--- src/rtl/dual_pfd_lock_pkg.sv ---
package dual_pfd_lock_pkg;

    typedef enum logic [1:0] {
        PH_IDLE = 2'd0,
        PH_REF  = 2'd1,
        PH_FB   = 2'd2
    } phase_e;

endpackage

--- src/rtl/pfd_lane.sv ---
module pfd_lane
    import dual_pfd_lock_pkg::*;
#(
    parameter int CW    = 8,
    parameter int CLAMP = 2
) (
    input  logic          clk,
    input  logic          rst_n,
    input  logic          ref_stb,
    input  logic          fb_stb,
    input  logic          pol,
    input  logic          sleep,
    output logic          src_en,
    output logic          snk_en,
    output logic          done,
    output logic [CW-1:0] err
);

    typedef struct packed {
        phase_e        ph;
        logic [CW-1:0] cnt;
        logic          up;
        logic          dn;
        logic          first;
        logic          done;
        logic [CW-1:0] err;
    } lane_t;

    localparam logic [CW-1:0] CNT_ONE   = CW'(1);
    localparam logic [CW-1:0] CLAMP_LIM = CW'(CLAMP);

    lane_t q, d;

    function automatic logic [CW-1:0] sat_inc(input logic [CW-1:0] c);
        return (c == '1) ? c : c + CNT_ONE;
    endfunction

    // lone pulse allowed unless this is the clamped first comparison
    function automatic logic lone_ok(input logic first, input logic [CW-1:0] c);
        return !(first && (c > CLAMP_LIM));
    endfunction

    always_comb begin
        d      = q;
        d.done = 1'b0;
        d.up   = 1'b0;
        d.dn   = 1'b0;
        if (sleep) begin
            d.ph    = PH_IDLE;
            d.cnt   = '0;
            d.err   = '0;
            d.first = 1'b1;
        end else begin
            case (q.ph)
                PH_IDLE: begin
                    if (ref_stb && fb_stb) begin
                        d.done  = 1'b1;
                        d.err   = '0;
                        d.up    = 1'b1;
                        d.dn    = 1'b1;
                        d.first = 1'b0;
                    end else if (ref_stb) begin
                        d.ph  = PH_REF;
                        d.cnt = CNT_ONE;
                        d.up  = lone_ok(q.first, CNT_ONE);
                    end else if (fb_stb) begin
                        d.ph  = PH_FB;
                        d.cnt = CNT_ONE;
                        d.dn  = lone_ok(q.first, CNT_ONE);
                    end
                end
                PH_REF: begin
                    if (fb_stb) begin
                        d.ph    = PH_IDLE;
                        d.done  = 1'b1;
                        d.err   = q.cnt;
                        d.up    = 1'b1;
                        d.dn    = 1'b1;
                        d.first = 1'b0;
                    end else begin
                        d.cnt = sat_inc(q.cnt);
                        d.up  = lone_ok(q.first, d.cnt);
                    end
                end
                PH_FB: begin
                    if (ref_stb) begin
                        d.ph    = PH_IDLE;
                        d.done  = 1'b1;
                        d.err   = q.cnt;
                        d.up    = 1'b1;
                        d.dn    = 1'b1;
                        d.first = 1'b0;
                    end else begin
                        d.cnt = sat_inc(q.cnt);
                        d.dn  = lone_ok(q.first, d.cnt);
                    end
                end
                default: begin
                    d.ph  = PH_IDLE;
                    d.cnt = '0;
                end
            endcase
        end
    end

    always_ff @(posedge clk) begin
        if (!rst_n) begin
            q.ph    <= PH_IDLE;
            q.cnt   <= '0;
            q.up    <= 1'b0;
            q.dn    <= 1'b0;
            q.first <= 1'b0;
            q.done  <= 1'b0;
            q.err   <= '0;
        end else begin
            q <= d;
        end
    end

    assign src_en = pol ? q.up : q.dn;
    assign snk_en = pol ? q.dn : q.up;
    assign done   = q.done;
    assign err    = q.err;

endmodule

--- src/rtl/lock_track.sv ---
module lock_track #(
    parameter int CW      = 8,
    parameter int GOOD_TH = 2,
    parameter int LOSE_TH = 4,
    parameter int RUN_LEN = 3
) (
    input  logic          clk,
    input  logic          rst_n,
    input  logic          sleep,
    input  logic          done,
    input  logic [CW-1:0] err,
    output logic          locked
);

    localparam int RW = $clog2(RUN_LEN + 1);
    localparam logic [RW-1:0] RUN_ONE  = RW'(1);
    localparam logic [RW-1:0] RUN_LAST = RW'(RUN_LEN - 1);
    localparam logic [RW-1:0] RUN_FULL = RW'(RUN_LEN);

    typedef struct packed {
        logic [RW-1:0] run;
        logic          lock;
    } trk_t;

    trk_t q, d;

    always_comb begin
        d = q;
        if (sleep) begin
            d.run  = '0;
            d.lock = 1'b0;
        end else if (done) begin
            if (err >= CW'(LOSE_TH)) begin
                d.run  = '0;
                d.lock = 1'b0;
            end else if (err <= CW'(GOOD_TH)) begin
                if (q.run >= RUN_LAST) begin
                    d.run  = RUN_FULL;
                    d.lock = 1'b1;
                end else begin
                    d.run = q.run + RUN_ONE;
                end
            end else begin
                d.run = '0;
            end
        end
    end

    always_ff @(posedge clk) begin
        if (!rst_n) begin
            q.run  <= '0;
            q.lock <= 1'b0;
        end else begin
            q <= d;
        end
    end

    assign locked = q.lock;

endmodule

--- src/rtl/dual_pfd_lock.sv ---
module dual_pfd_lock #(
    parameter int NLOOP   = 2,
    parameter int CW      = 8,
    parameter int CLAMP   = 2,
    parameter int GOOD_TH = 2,
    parameter int LOSE_TH = 4,
    parameter int RUN_LEN = 3,
    parameter int SW      = $clog2(2 * NLOOP)
) (
    input  logic             clk,
    input  logic             rst_n,
    input  logic [NLOOP-1:0] ref_stb,
    input  logic [NLOOP-1:0] fb_stb,
    input  logic [NLOOP-1:0] pol,
    input  logic [NLOOP-1:0] sleep,
    input  logic             mon_en,
    input  logic [SW-1:0]    mon_sel,
    output logic [NLOOP-1:0] src_en,
    output logic [NLOOP-1:0] snk_en,
    output logic             lock_all,
    output logic             mon_out
);

    localparam int NTAP = 2 * NLOOP;
    localparam int TAPW = 1 << SW;

    logic [NLOOP-1:0]         done_w;
    logic [NLOOP-1:0][CW-1:0] err_w;
    logic [NLOOP-1:0]         lock_w;
    logic [NLOOP-1:0]         loop_ok;
    logic [TAPW-1:0]          taps;

    for (genvar g = 0; g < NLOOP; g++) begin : g_loop
        pfd_lane #(
            .CW    (CW),
            .CLAMP (CLAMP)
        ) u_lane (
            .clk     (clk),
            .rst_n   (rst_n),
            .ref_stb (ref_stb[g]),
            .fb_stb  (fb_stb[g]),
            .pol     (pol[g]),
            .sleep   (sleep[g]),
            .src_en  (src_en[g]),
            .snk_en  (snk_en[g]),
            .done    (done_w[g]),
            .err     (err_w[g])
        );

        lock_track #(
            .CW      (CW),
            .GOOD_TH (GOOD_TH),
            .LOSE_TH (LOSE_TH),
            .RUN_LEN (RUN_LEN)
        ) u_trk (
            .clk    (clk),
            .rst_n  (rst_n),
            .sleep  (sleep[g]),
            .done   (done_w[g]),
            .err    (err_w[g]),
            .locked (lock_w[g])
        );

        assign loop_ok[g] = lock_w[g] | sleep[g];
    end

    assign lock_all = &loop_ok;

    always_comb begin
        taps              = '0;
        taps[NTAP-1:0]    = {fb_stb, ref_stb};
        mon_out           = mon_en ? taps[mon_sel] : lock_all;
    end

endmodule

--- config.mk ---
export PLATFORM = sky130hd
export DESIGN_NAME = dual_pfd_lock
export DESIGN_NICKNAME = d
export VERILOG_FILES = /design/src/rtl/dual_pfd_lock_pkg.sv /design/src/rtl/pfd_lane.sv /design/src/rtl/lock_track.sv /design/src/rtl/dual_pfd_lock.sv
export SDC_FILE = /design/constraint.sdc
export NUM_CORES = 1
export LEC_CHECK = 0
export ABC_AREA = 1
export BUFFER_PORTS_ARGS = -buffer_cell sky130_fd_sc_hd__buf_4
export CORE_UTILIZATION = 40
export CTS_CLUSTER_DIAMETER = 40
export DETAILED_ROUTE_END_ITERATION = 10
export MAX_ROUTING_LAYER = met4
export PLACE_DENSITY = 0.59
export SYNTH_ARGS = -nofsm -noshare
export SYNTH_HDL_FRONTEND = slang
export SYNTH_SLANG_ARGS = --single-unit
--- constraint.sdc ---
create_clock -name clk -period 3.1 [get_ports clk]
set_input_delay 0.31 -clock clk [delete_from_list [all_inputs] [get_ports clk]]
set_output_delay 0.31 -clock clk [all_outputs]
set_load 0.02 [all_outputs]
==> impl_metrics.tcl <==
set metrics [dict create \
    setup-tns-final_ns 0 \
    fin_crit_ns 1.91 \
    slowest_stage "dfxtp_1" \
    powerDensity_mw_per_mm2 467 \
    cts_tree "done" \
    drcViolationCount 0 \
    ant_nets 0 \
    wl_um 5750 \
    ctsHoldBuffers 0 \
    place_congestion 0.906 \
    hold_path_depth 3 \
    synth_ff_type "dfxtp_1" \
    drv_cap 0 \
    synth_edf_count 0 \
    critPathArrivalTime_ns 2.13 \
    antenna_found_initial 0 \
    cts_max_level 2 \
    grt_max_degree 18 \
    cts.sinks 50 \
    seq_area_frac_synth 0.361 \
    path_clk_slew_ns 0.10 \
    multi_input_area_mm2 0.00154 \
    place_ws_ns 1.22 \
    final.fill_count 700 \
    placed_cells 503 \
    synth_cell_types 36 \
    syn_to_final_growth_pct 11.9 \
    clk_root_buffer_cell "clkbuf_8" \
    critPathLaunchType "register" \
    drive_above_1_share 0.122 \
    worstMarginPinSlew_ns 0.688 \
    cts_setup_buffers 0 \
    min_path_type "input port to register" \
    rows 29 \
    syn_nets 439 \
    setup_viol 0 \
    crit_path_frequent_cell "nand2_1" \
    crit_fanout 8 \
    maxSlewHeadroom 0.542 \
    seq_area_mm2 0.00100 \
    vias 2558 \
    overflow 0 \
    yosysWarnings 0 \
    hpwlAfterDp_um 4370 \
    cts_resized 0 \
    die_w_um 85.3 \
    dr.pass1.iters 4 \
    grt_pass1_vias 2298 \
    period_share 0.616 \
    layout_commonest_cell "nand2_1" \
    syn_inst 415 \
    final_cell_mix "108 x nand2_1, 51 x a21oi_1, 50 x dfxtp_1" \
    async_reset_ff_frac 0 \
    initial_core_util 0.425 \
    syn_area_mm2 0.00278 \
    rsz0062_at_grt "false" \
    avgSynthCellArea_um2 6.69 \
    wire_per_inst_um 11.3 \
    critPathMaxStageDelay_ns 0.38 \
    path_cells "inv_1 -> ha_1 -> nand2_1 -> inv_1 -> nand2_1 -> nand3_1 -> nor2_1 -> nand2_1 -> nor2_2 -> nand2_1 -> a21oi_1" \
    io_pins 19 \
    antenna_cells 0 \
    numCtsBuffers 5 \
    grt_usage 0.174 \
    crit_path_end_kind "register" \
    slew_viol_final 0 \
    dieArea_mm2 0.00728 \
    ir_drop_mv 0.179 \
    finalClockSkew_ns 0.0144 \
    portBuffers 18 \
    layout.cells.non_filler 511 \
    holdWs_ns 0.226 \
    clock_latency_ns 0.31 \
    critPathKind "register to register" \
    fin_nets 457 \
    viasPerCell 5.01 \
    cp.required_ns 3.33 \
    hold_viol 0 \
    grt_pass1_wl_um 9980 \
    status "finished clean" \
    max_freq_mhz 524 \
    die_y_um 85.3 \
    cts_buffer_depth 2 \
    core_area_mm2 0.00653 \
    p_leak_nw 1.35 \
    reg2regPathDepth 11 \
    drtIter0Drc 130 \
    synth_seq_cells 50 \
    layout_setup_ws_ns 1.19 \
]
==> registers in the layout, summed over array words and instances (netlist names) <==
| register | cells |
|---|---|
| g_loop.u_lane.done | 2 |
| g_loop.u_trk.q | 4 |
| g_loop.u_lane.err | 16 |
| g_loop.u_trk.locked | 2 |
| g_loop.u_lane.q | 26 |
==> worst max-delay path, delay by kind of cell (launching register included) <==
kind | cells | cell delay, ns
adders and majority gates | 1 | 0.25
buffers and inverters | 2 | 0.15
and+or+nand+nor | 7 | 0.91
DFF | 1 | 0.38
AOI/OAI and AO/OA | 1 | 0.14
==> kinds of logic (layout without fill, tap and decap cells) <==
family / after synthesis / in the layout / share of synthesized area
compound gates: 78 / 78 / 0.151
buf+inv: 59 / 78 / 0.0856
flops: 50 / 50 / 0.361
simple gates: 214 / 214 / 0.344
fa+ha+maj: 11 / 11 / 0.0496
xor+xnor: 3 / 3 / 0.00947
==> cells in the mapped netlist, drive strengths merged, types with 3 or more instances <==
| cell | count | area, µm² |
|---|---|---|
| a21oi | 51 | 255 |
| a31oi | 5 | 31.3 |
| buf | 5 | 35.0 |
| clkinv | 3 | 11.3 |
| dfxtp | 50 | 1000 |
| ha | 11 | 138 |
| inv | 49 | 184 |
| nand2 | 117 | 467 |
| nand3 | 20 | 105 |
| nand4 | 5 | 31.3 |
| nor2 | 53 | 234 |
| nor3 | 13 | 76.3 |
| o21ai | 13 | 68.8 |
| o22ai | 4 | 25.0 |
==> final timing paths <==
path	startpoint	to	slack, ns
hold reg to reg	g_loop[1].u_lane.err[3]	g_loop[1].u_lane.err[3]	0.47
hold / removal	sleep[1]	g_loop[1].u_lane.q[9]	0.23
setup reg to reg	g_loop[0].u_lane.q[20]	g_loop[0].u_lane.q[15]	1.19
setup / recovery	g_loop[0].u_lane.q[20]	g_loop[0].u_lane.q[15]	1.19
==> cell type report <==
class / count / area share
inverter: 52 / 0.0628
sequential: 50 / 0.322
clock inverter: 2 / 0.0193
multi-input combinational: 306 / 0.495
tap: 77 / 0.0310
clock buffer: 6 / 0.0266
timing repair buffer: 18 / 0.0435
==> through the flow <==
step / instance area (µm²) / util / power, mW
after detailed placement: 2970 / 0.454 / 0.901
after CTS: 3110 / 0.476 / 1.47
after floorplan: 2780 / - / 0.841
after global routing: 3110 / 0.476 / 1.52
after global placement: 2970 / 0.454 / 0.900
final: 3110 / 0.476 / 1.45
==> power by group <==
| group | switching [mW] | internal [mW] | total [mW] |
|---|---|---|---|
| clock network | 0.222 | 0.344 | 0.566 |
| logic | 0.138 | 0.0735 | 0.212 |
| registers | 0.0145 | 0.661 | 0.675 |
==> routing by layer <==
layer / wire (µm) / share of wire / vias up / GRT usage
met4: 75 / 0.013 / 0 / 0.0652
li1: - / - / 1381 / -
met5: 0 / 0 / - / -
met3: 236 / 0.041 / 8 / 0.0311
met1: 2980 / 0.52 / 1121 / 0.230
met2: 2460 / 0.43 / 48 / 0.266
Note: power is estimated with default switching activity, not from simulation.
